[src/rtl/stg_cfg_pkg.sv]
package stg_cfg_pkg;
    localparam int DW    = 8;
    localparam int AW    = 8;
    localparam int NSLOT = 11;
    localparam int IW    = $clog2(NSLOT);

    typedef logic [AW-1:0] addr_t;
    typedef logic [DW-1:0] byte_t;
    typedef logic [IW-1:0] idx_t;

    typedef enum logic [1:0] {
        ST_IDLE    = 2'd0,
        ST_RESTORE = 2'd1,
        ST_STORE   = 2'd2
    } fsm_t;

    localparam addr_t CMD_STORE   = 8'h08;
    localparam addr_t CMD_RESTORE = 8'h09;

    localparam int MODE_IDX  = 0;
    localparam int OPCFG_IDX = 5;
    localparam int VOFS_IDX  = 8;

    // ascending addresses: the reload walk order depends on it
    localparam addr_t SLOT_ADDR [NSLOT] = '{
        8'h10, 8'h20, 8'h21, 8'h22, 8'h23, 8'h30,
        8'h31, 8'h32, 8'h38, 8'h40, 8'h41
    };
    localparam byte_t SLOT_DEF [NSLOT] = '{
        8'h00, 8'h00, 8'h00, 8'h00, 8'h00, 8'h3F,
        8'h00, 8'hFF, 8'h00, 8'h00, 8'h00
    };
    localparam byte_t SLOT_NVO [NSLOT] = '{
        8'h00, 8'h00, 8'h00, 8'h00, 8'h00, 8'hC0,
        8'hFF, 8'h00, 8'h00, 8'h00, 8'h00
    };
    localparam logic [NSLOT-1:0] SLOT_LOCK = 11'b110_0001_1110;

    function automatic logic [NSLOT*DW-1:0] lock_bits();
        logic [NSLOT*DW-1:0] v;
        v = '0;
        for (int i = 0; i < NSLOT; i++)
            if (SLOT_LOCK[i]) v[i*DW +: DW] = '1;
        return v;
    endfunction

    function automatic logic [NSLOT*DW-1:0] def_bits();
        logic [NSLOT*DW-1:0] v;
        for (int i = 0; i < NSLOT; i++) v[i*DW +: DW] = SLOT_DEF[i];
        return v;
    endfunction

    function automatic logic [NSLOT*DW-1:0] nvo_bits();
        logic [NSLOT*DW-1:0] v;
        for (int i = 0; i < NSLOT; i++) v[i*DW +: DW] = SLOT_NVO[i];
        return v;
    endfunction
endpackage

[src/rtl/stg_cfg_decode.sv]
module stg_cfg_decode
    import stg_cfg_pkg::*;
(
    input  addr_t addr_i,
    output logic  hit_o,
    output idx_t  idx_o,
    output logic  is_store_o,
    output logic  is_restore_o
);
    always_comb begin
        hit_o = 1'b0;
        idx_o = '0;
        for (int i = 0; i < NSLOT; i++) begin
            if (addr_i == SLOT_ADDR[i]) begin
                hit_o = 1'b1;
                idx_o = idx_t'(i);
            end
        end
        is_store_o   = (addr_i == CMD_STORE);
        is_restore_o = (addr_i == CMD_RESTORE);
    end
endmodule

[src/rtl/stg_cfg_slot.sv]
module stg_cfg_slot
    import stg_cfg_pkg::*;
#(
    parameter byte_t DEF_MASK = '0,
    parameter byte_t NVO_MASK = '0,
    parameter bit    COND_DEF = 1'b0
) (
    input  logic  clk,
    input  logic  rst_n,
    input  logic  clr_i,
    input  logic  commit_i,
    input  logic  sw_eff_i,
    input  logic  cond_on_i,
    input  logic  wr_i,
    input  logic  wr_restore_i,
    input  byte_t wr_data_i,
    output byte_t act_o,
    output byte_t shad_o
);
    localparam byte_t CMT_MASK = COND_DEF ? {DW{1'b1}} : DEF_MASK;

    byte_t act_q, shad_q, act_nxt, dm, base, upd;

    always_comb begin
        dm   = COND_DEF ? {DW{cond_on_i}} : DEF_MASK;
        base = commit_i ? ((act_q & ~CMT_MASK) | (shad_q & CMT_MASK)) : act_q;
        upd  = ~(dm | NVO_MASK)
             | (sw_eff_i ? byte_t'(0) : dm)
             | (wr_restore_i ? NVO_MASK : byte_t'(0));
        act_nxt = wr_i ? ((base & ~upd) | (wr_data_i & upd)) : base;
    end

    always_ff @(posedge clk or negedge rst_n) begin
        if (!rst_n) begin
            act_q  <= '0;
            shad_q <= '0;
        end else if (clr_i) begin
            act_q  <= '0;
            shad_q <= '0;
        end else begin
            act_q <= act_nxt;
            if (wr_i) shad_q <= wr_data_i;
        end
    end

    assign act_o  = act_q;
    assign shad_o = shad_q;
endmodule

[src/rtl/stg_cfg_image.sv]
module stg_cfg_image
    import stg_cfg_pkg::*;
(
    input  logic  clk,
    input  logic  rst_n,
    input  logic  we_i,
    input  idx_t  idx_i,
    input  byte_t wdata_i,
    output byte_t rdata_o
);
    byte_t mem_q [NSLOT];

    always_ff @(posedge clk or negedge rst_n) begin
        if (!rst_n) begin
            for (int i = 0; i < NSLOT; i++) mem_q[i] <= '0;
        end else if (we_i) begin
            mem_q[idx_i] <= wdata_i;
        end
    end

    assign rdata_o = mem_q[idx_i];
endmodule

[src/rtl/stg_cfg_regs.sv]
module stg_cfg_regs
    import stg_cfg_pkg::*;
(
    input  logic              clk,
    input  logic              rst_n,
    input  logic              por_i,
    input  logic              sw_en_i,
    input  logic              bus_valid_i,
    input  logic              bus_write_i,
    input  logic [AW-1:0]     bus_addr_i,
    input  logic [DW-1:0]     bus_wdata_i,
    output logic              resp_valid_o,
    output logic              resp_ack_o,
    output logic [DW-1:0]     resp_rdata_o,
    output logic              busy_o,
    output logic [NSLOT*DW-1:0] act_cfg_o
);
    localparam idx_t LAST_IDX = idx_t'(NSLOT - 1);

    fsm_t  state_q, state_nxt;
    idx_t  idx_q, idx_nxt;
    logic  sw_q, sw_eff, commit, cond_on;
    logic  hit, is_store, is_restore, is_cmd;
    idx_t  dec_idx;
    logic  req_ok, lock_hit, bus_wr_slot, rst_wr, nv_we;
    logic  ack_c;
    byte_t rdata_c, nv_rdata, wr_data;
    byte_t act [NSLOT];
    byte_t shad [NSLOT];
    logic [NSLOT-1:0] slot_wr;
    logic [NSLOT*DW-1:0] shad_flat;

    stg_cfg_decode u_dec (
        .addr_i      (bus_addr_i),
        .hit_o       (hit),
        .idx_o       (dec_idx),
        .is_store_o  (is_store),
        .is_restore_o(is_restore)
    );

    assign is_cmd  = is_store | is_restore;
    assign sw_eff  = sw_en_i | act[MODE_IDX][0];
    assign commit  = sw_q & ~sw_eff;
    assign cond_on = (act[OPCFG_IDX][2:1] == 2'b01);
    assign busy_o  = (state_q != ST_IDLE);

    always_comb begin
        req_ok      = bus_valid_i && (state_q == ST_IDLE) && !por_i;
        lock_hit    = hit && SLOT_LOCK[dec_idx];
        bus_wr_slot = req_ok && bus_write_i && hit && !(lock_hit && sw_eff);
        rst_wr      = (state_q == ST_RESTORE) && !por_i
                      && !(SLOT_LOCK[idx_q] && sw_eff);
        nv_we       = (state_q == ST_STORE) && !por_i;
        wr_data     = (state_q == ST_RESTORE) ? nv_rdata : bus_wdata_i;
        ack_c       = 1'b0;
        rdata_c     = '0;
        if (req_ok) begin
            if (bus_write_i)
                ack_c = (hit && !(lock_hit && sw_eff)) || is_store
                        || (is_restore && !sw_eff);
            else if (hit) begin
                ack_c   = 1'b1;
                rdata_c = shad[dec_idx];
            end
        end
        for (int i = 0; i < NSLOT; i++)
            slot_wr[i] = (bus_wr_slot && dec_idx == idx_t'(i))
                       || (rst_wr && idx_q == idx_t'(i));
    end

    // next-state process
    always_comb begin
        state_nxt = state_q;
        idx_nxt   = idx_q;
        if (por_i) begin
            state_nxt = ST_RESTORE;
            idx_nxt   = '0;
        end else begin
            unique case (state_q)
                ST_IDLE: begin
                    if (req_ok && bus_write_i && is_store) begin
                        state_nxt = ST_STORE;
                        idx_nxt   = '0;
                    end else if (req_ok && bus_write_i && is_restore && !sw_eff) begin
                        state_nxt = ST_RESTORE;
                        idx_nxt   = '0;
                    end
                end
                ST_RESTORE, ST_STORE: begin
                    if (idx_q == LAST_IDX) begin
                        state_nxt = ST_IDLE;
                        idx_nxt   = '0;
                    end else begin
                        idx_nxt = idx_q + idx_t'(1);
                    end
                end
                default: state_nxt = ST_IDLE;
            endcase
        end
    end

    // state register
    always_ff @(posedge clk or negedge rst_n) begin
        if (!rst_n) begin
            state_q <= ST_IDLE;
            idx_q   <= '0;
            sw_q    <= 1'b0;
        end else begin
            state_q <= state_nxt;
            idx_q   <= idx_nxt;
            sw_q    <= sw_eff;
        end
    end

    // response outputs
    always_ff @(posedge clk or negedge rst_n) begin
        if (!rst_n) begin
            resp_valid_o <= 1'b0;
            resp_ack_o   <= 1'b0;
            resp_rdata_o <= '0;
        end else begin
            resp_valid_o <= bus_valid_i;
            resp_ack_o   <= ack_c;
            resp_rdata_o <= rdata_c;
        end
    end

    generate
        for (genvar g = 0; g < NSLOT; g++) begin : g_slot
            stg_cfg_slot #(
                .DEF_MASK(SLOT_DEF[g]),
                .NVO_MASK(SLOT_NVO[g]),
                .COND_DEF(g == VOFS_IDX)
            ) u_slot (
                .clk         (clk),
                .rst_n       (rst_n),
                .clr_i       (por_i),
                .commit_i    (commit),
                .sw_eff_i    (sw_eff),
                .cond_on_i   (cond_on),
                .wr_i        (slot_wr[g]),
                .wr_restore_i(state_q == ST_RESTORE),
                .wr_data_i   (wr_data),
                .act_o       (act[g]),
                .shad_o      (shad[g])
            );
            assign act_cfg_o[g*DW +: DW] = act[g];
            assign shad_flat[g*DW +: DW] = shad[g];
        end
    endgenerate

    stg_cfg_image u_img (
        .clk    (clk),
        .rst_n  (rst_n),
        .we_i   (nv_we),
        .idx_i  (idx_q),
        .wdata_i(shad[idx_q]),
        .rdata_o(nv_rdata)
    );
endmodule

[config.mk]
export PLATFORM = sky130hd
export DESIGN_NAME = stg_cfg_regs
export DESIGN_NICKNAME = d
export VERILOG_FILES = /design/src/rtl/stg_cfg_pkg.sv /design/src/rtl/stg_cfg_decode.sv /design/src/rtl/stg_cfg_slot.sv /design/src/rtl/stg_cfg_image.sv /design/src/rtl/stg_cfg_regs.sv
export SDC_FILE = /design/constraint.sdc
export NUM_CORES = 1
export LEC_CHECK = 0
export BUFFER_PORTS_ARGS = -buffer_cell sky130_fd_sc_hd__buf_4
export CORE_UTILIZATION = 25
export CTS_CLUSTER_DIAMETER = 200
export CTS_CLUSTER_SIZE = 30
export DETAILED_ROUTE_END_ITERATION = 10
export PLACE_DENSITY = 0.42
export SYNTH_ARGS = -nofsm -noshare
export SYNTH_HDL_FRONTEND = slang
export SYNTH_HIERARCHICAL = 1
export SYNTH_SLANG_ARGS = --single-unit
[constraint.sdc]
create_clock -name clk -period 5.27 [get_ports clk]
set_input_delay 0.527 -clock clk [delete_from_list [all_inputs] [get_ports clk]]
set_output_delay 0.527 -clock clk [all_outputs]
set_load 0.01 [all_outputs]
==> results of run 1 <==
-- layout by cell type (no fill, tap or decap), types with 14 or more instances in the layout --
master    count
mux4_2       46
a211oi_1     21
mux2_4       16
nor2b_1      17
nand3_1      14
buf_4       138
dfrtp_1     223
inv_1        18
mux2i_1     140
nor3b_1      14
a21oi_1      14
mux2_2       84
nand2_1      16
o22ai_1      16
nor2_1      115
-- through the flow --
| step | utilization [%] | worst slack (ps) | cells |
|---|---|---|---|
| after detailed placement | 27.3 | 1510 | 1710 |
| after global routing | 27.8 | 1700 | 1723 |
| after floorplan | - | 2340 | 1038 |
| after CTS | 27.8 | 1820 | 1723 |
| final | 27.8 | 1930 | 1723 |
| after global placement | 27.3 | 1620 | 1710 |
-- registers in the layout, indices dropped and copies added, names as in the netlist --
register              count
g_slot.u_slot/shad_o     88
resp_valid_o              1
resp_ack_o                1
idx_q                     4
g_slot.u_slot/act_o      32
sw_q                      1
u_img/mem_q              88
state_q                   2
resp_rdata_o              8
-- kinds of logic after synthesis --
group | count (synthesis) | share of synthesized area, %
simple gates | 226 | 9.40
xor+xnor | 4 | 0.277
buf+inv | 160 | 8.25
mux | 288 | 29.1
compound gates | 132 | 8.18
fa+ha+maj | 3 | 0.297
flops | 225 | 44.5
-- metal layers --
metal / global-route usage [%] / part of all wire, % / vias up
met5: 0 / 0 / -
met4: 2.42 / 1.3 / 0
met3: 2.33 / 4.9 / 25
met2: 23.9 / 45 / 213
met1: 23.7 / 49 / 4363
li1: - / - / 3740
-- where the power goes --
part	switching, mW	internal (mW)
Sequential	0.163	1.75
Clock	0.614	0.394
Combinational	0.615	0.355
-- cell type report --
cell class	instances	area, um2
sequential	225	5640
clock buffer	12	279
fill	5255	36100
inverter	20	75.1
multi-input combinational	653	6030
clock inverter	1	16.3
timing repair buffer	140	1070
tap	672	841
-- path summary, 6_finish.rpt --
check,end,slack [ps],start,cells after the start
hold / removal,u_img/mem_q[17]$_DFFE_PN0P_,100,rst_n,1
min in group clk,resp_valid_o$_DFF_PN0_,160,bus_valid_i,1
setup reg to reg,g_slot[8].u_slot/act_o[2]$_DFF_PN0_,1930,idx_q[0]$_DFFE_PN0P_,7
hold reg to reg,u_img/mem_q[87]$_DFFE_PN0P_,520,u_img/mem_q[87]$_DFFE_PN0P_,1
setup / recovery,g_slot[8].u_slot/act_o[2]$_DFF_PN0_,1930,idx_q[0]$_DFFE_PN0P_,7
max in group asynchronous,g_slot[6].u_slot/act_o[0]$_DFFE_PN0P_,4010,rst_n,2
==> flow_metrics.py, run 1 <==
metrics = {
    "cts": {
        "post_cts_resized": 0,
        "cts_tree": "done",
        "clockBufferDepth": 3,
        "htree_num_levels": 1,
        "clk_latency_ps": 500,
        "cts-root-buf": "clkbuf_16",
        "post_cts_buffers": 0,
        "cts_sinks": 225,
        "ctsHoldBuffers": 0,
        "cts_made_buffers": 11,
        "path_clk_slew_ps": 130,
    },
    "synth": {
        "yosys.area.top_type_share_pct": 44.5,
        "ys_ff_latch": 225,
        "ys.flop_type": "dfrtp_1",
        "yosysSeqAreaShare_pct": 44.5,
        "synth_nets": 1063,
        "yosysMostFrequentCell": "dfrtp_1",
        "synthCells": 1038,
        "syn_area_um2": 12600,
        "synth_commonest_cells": "225 x dfrtp_1, 140 x mux2i_1, 116 x nor2_1, 84 x mux2_2, 68 x buf_4",
        "yosys_warnings": 6,
        "synthArstFlopShare_pct": 100,
        "synth_largest_area_cell": "dfrtp_1",
        "ys_types": 68,
        "yosys-top-cells-area": "dfrtp_1 45%, mux2i_1 11%, mux4_2 8.2%",
        "avgSynthCellArea_um2": 12.2,
        "synth_edf_count": 0,
    },
    "final_layout": {
        "stdcell_area_um2": 13900,
        "syn2layout_area_growth_pct": 10.3,
        "drive_above_1_share_pct": 32.0,
        "antenna_cells": 0,
        "final_nets": 1076,
    },
    "setup_path": {
        "end_kind": "flop",
        "cp.required_ps": 5670,
        "crit_type": "reg -> reg",
        "crit_buf_inv": 1,
        "startpoint_type": "flop",
        "cp_max_fo": 55,
        "cp_slowest_cell": "dfrtp_4",
        "cp_data_arrival_time_ps": 3740,
        "critPathTopFamily": "flip-flops",
        "slowest_delay_ps": 840,
        "cpMostUsedCell": "nor2b_1",
        "crit_chain": "buf_4, nor2b_1, a2bb2oi_1, o22ai_1, mux2_2, nor2b_1, a221oi_1",
    },
    "floorplan": {
        "die_x_um": 227,
        "die-area_um2": 51500,
        "dieHeight_um": 227,
        "core_area_um2": 50100,
        "rows": 82,
        "start_util_pct": 25.3,
        "ios": 121,
    },
    "placement": {
        "dp_hpwl_mm": 27.1,
        "io_buffers": 120,
        "place.gp.congestion": 0.821,
        "placed_cell_area_um2": 13600,
    },
    "sta": {
        "whs_ps": 102,
        "hold_viol_final": 0,
        "fin_setup_tns_ps": 0,
        "max_slew.worst_pin.slew_ps": 1210,
        "rsz0062_at_grt": "false",
        "setup_viol": 0,
        "max_freq_ghz": 0.300,
        "slew_headroom_pct": 19.4,
        "finalMaxSlewViolations": 0,
        "fin_crit_ps": 3340,
        "fin_skew_ps": 24.5,
        "fin_crit_sh_pct": 63.3,
    },
    "global_route": {
        "grt_pass1_vias": 8458,
        "grt_max_degree": 125,
        "grt_antenna_before_repair": 0,
        "grt.total_usage_pct": 15.7,
        "grt_pass1_wl_mm": 59.8,
        "grt_overflow": 0,
    },
    "run_status": {
        "status": "finished, final reports clean",
    },
    "route": {
        "first_pass_iters": 5,
        "drt_iter0_drc": 537,
        "wl_per_cell_um": 23.3,
        "vias": 8341,
        "routed_wl_mm": 40.2,
        "drcViolationCount": 0,
        "via_per_inst": 4.84,
        "ant_nets": 0,
    },
    "worst_hold_path": {
        "hold_class": "in -> async",
    },
    "pwr": {
        "p_leak_nw": 5.89,
        "p_total_mw": 3.89,
        "power_density_nw_per_um2": 279,
        "peakVddDrop_mv": 0.186,
    },
    "flow_run": {
        "drv_cap": 0,
    },
}
No activity file was read; power rests on OpenSTA's default activity.
==> inputs of run 2 (changes only) <==
--- a/config.mk
+++ b/config.mk
@@ -5,6 +5,7 @@
 export SDC_FILE = /design/constraint.sdc
 export NUM_CORES = 1
 export LEC_CHECK = 0
+export ABC_AREA = 1
 export BUFFER_PORTS_ARGS = -buffer_cell sky130_fd_sc_hd__buf_4
 export CORE_UTILIZATION = 25
 export CTS_CLUSTER_DIAMETER = 200
==> constraint.sdc (replaced) <==
create_clock -name clk -period 3.5 [get_ports clk]
set_input_delay 0.35 -clock clk [delete_from_list [all_inputs] [get_ports clk]]
set_output_delay 0.35 -clock clk [all_outputs]
set_load 0.01 [all_outputs]
==> run 2 against run 1 <==
Die area rose by 5.7%. Final cell count rose by 51%. Via count increased by 44%. Non-clock buffer count is 23 higher. Worst setup slack got worse by 1300 ps. Largest cell class unchanged. Largest power group unchanged. Core utilization is 0.30 points higher.
==> flow_metrics.py, run 2 <==
metrics = {
    "setup_path": {
        "r2r_cells": 10,
        "startpoint_type": "flop",
        "cp-endpoint": "g_slot[8].u_slot/act_o[3]$_DFF_PN0_",
        "r2r_slack_ps": 610,
        "end_kind": "flop",
        "rr_endpoint": "g_slot[8].u_slot/act_o[3]$_DFF_PN0_",
        "critPathLaunch": "g_slot[0].u_slot/shad_o[0]$_DFFE_PN0P_",
        "cp.required_ps": 3920,
        "r2r-start": "g_slot[0].u_slot/shad_o[0]$_DFFE_PN0P_",
        "cp_max_fo": 12,
        "crit_type": "reg -> reg",
        "cp_data_arrival_time_ps": 3310,
    },
    "synth": {
        "synthCells": 1887,
        "yosys_warnings": 6,
        "avgSynthCellArea_um2": 7.09,
        "synth_nets": 1912,
        "synth_edf_count": 0,
        "synthArstFlopShare_pct": 100,
        "syn_area_um2": 13400,
        "yosys-top-cells-area": "dfrtp_1 42%, nand2_1 25%, nand3_1 7.3%",
        "yosysSeqAreaShare_pct": 42.1,
        "yosysMostFrequentCell": "nand2_1",
        "ys.flop_type": "dfrtp_1",
        "yosys.area.top_type_share_pct": 42.1,
        "synth_commonest_cells": "878 x nand2_1, 225 x dfrtp_1, 195 x nand3_1, 103 x nor2_1, 79 x inv_1",
        "ys_types": 36,
        "synth_largest_area_cell": "dfrtp_1",
        "ys_ff_latch": 225,
    },
    "cts": {
        "post_cts_buffers": 0,
        "cts_made_buffers": 11,
        "post_cts_resized": 0,
        "ctsHoldBuffers": 2,
        "cts_tree": "done",
        "path_clk_slew_ps": 130,
        "cts-root-buf": "clkbuf_16",
        "clockBufferDepth": 3,
        "cts_sinks": 225,
        "htree_num_levels": 1,
        "clk_latency_ps": 510,
    },
    "pwr": {
        "p_total_mw": 6.02,
        "power_density_nw_per_um2": 406,
        "peakVddDrop_mv": 0.316,
        "p_leak_nw": 7.82,
    },
    "sta": {
        "max_slew.worst_pin.slew_ps": 920,
        "rsz0062_at_grt": "false",
        "fin_crit_ps": 2890,
        "finalMaxSlewViolations": 0,
        "max_freq_ghz": 0.346,
        "fin_skew_ps": 28.9,
        "whs_ps": 202,
        "setup_viol": 0,
        "fin_setup_tns_ps": 0,
        "fin_crit_sh_pct": 82.6,
        "slew_headroom_pct": 38.6,
        "hold_viol_final": 0,
        "layout_setup_ws_ps": 607,
    },
    "global_route": {
        "grt_pass1_vias": 11700,
        "grt_overflow": 0,
        "grt.total_usage_pct": 18.3,
        "grt_antenna_before_repair": 0,
        "grt_max_degree": 74,
        "grt_pass1_wl_mm": 75.0,
    },
    "route": {
        "drcViolationCount": 0,
        "ant_nets": 0,
        "routed_wl_mm": 49.5,
        "via_per_inst": 4.61,
        "first_pass_iters": 5,
        "wl_per_cell_um": 19.0,
        "drt_iter0_drc": 980,
        "vias": 12000,
    },
    "worst_hold_path": {
        "min-delay-start": "bus_write_i",
        "min_path_cells": 4,
        "hold_class": "in -> reg",
    },
    "floorplan": {
        "core_area_um2": 52700,
        "ios": 121,
        "start_util_pct": 25.4,
        "rows": 84,
        "die_x_um": 233,
        "die-area_um2": 54400,
        "dieHeight_um": 233,
    },
    "final_layout": {
        "final_nets": 1946,
        "antenna_cells": 0,
        "syn2layout_area_growth_pct": 10.8,
        "nFillCells": 5779,
        "final_cell_mix": "878 x nand2_1, 225 x dfrtp_1, 195 x nand3_1",
        "drive_above_1_share_pct": 14.7,
        "stdcell_area_um2": 14800,
        "finalNonFillerCells": 2608,
        "final_util_pct": 28.1,
        "final_common_cell": "nand2_1",
    },
    "placement": {
        "io_buffers": 120,
        "post-place-cells": 2594,
        "place.gp.congestion": 0.868,
        "pre_cts_slack_ps": 368,
        "dp_hpwl_mm": 35.3,
        "placed_cell_area_um2": 14500,
    },
    "run_status": {
        "status": "finished, final reports clean",
    },
    "flow_run": {
        "drv_cap": 0,
    },
}
## run 2: cells by family after synthesis
logic type	synth area share, %
AND/OR/NAND/NOR	41.1
flip-flops	42.1
buffers and inverters	10.8
adder cells (fa/ha/maj)	0.281
AO/OA/AOI/OAI	5.70
## run 2: critical path, cell delays in order, from the launching register on
cell,delay [ps]
dfrtp_1,570
nor2_1,330
inv_1,290
nand3_2,230
nand2_1,140
o21ai_0,560
nand2_2,290
nand2_1,210
nand2_1,70
nand2_1,70
inv_1,40
## run 2: worst min path at each step
stage / to / slack (ps)
final: resp_rdata_o[1]$_DFF_PN0_ / 200
after floorplan: g_slot[0].u_slot/shad_o[0]$_DFFE_PN0P_ / 50
after CTS: resp_rdata_o[1]$_DFF_PN0_ / 190
after detailed placement: u_img/mem_q[28]$_DFFE_PN0P_ / 400
after global routing: resp_rdata_o[1]$_DFF_PN0_ / 210
after global placement: state_q[0]$_DFFE_PN0P_ / 400
## run 2: final cells by class
cell class	instances	area (um2)	area share (%)
Sequential cell	225	5630	38.0
Inverter	114	438	2.95
Tap cell	688	861	5.81
Clock inverter	1	16.3	0.110
Multi-Input combinational cell	1406	6300	42.5
Timing Repair Buffer	163	1300	8.76
Clock buffer	11	275	1.86
## run 2: metal layers
layer / vias to the layer above / GRT usage (%) / share of wire [%]
li1: 5928 / - / -
met1: 5767 / 24.6 / 45
met2: 270 / 30.4 / 48
met3: 60 / 2.04 / 4.0
met4: 0 / 6.15 / 3.3
met5: - / 0 / 0
## run 2: where the power goes
group          leakage (nW)  switching (mW)  internal, mW  total, mW
combinational          4.54            1.39         0.392       1.79
clock                 0.143           0.906         0.588       1.49
sequential             3.14           0.105          2.64       2.74
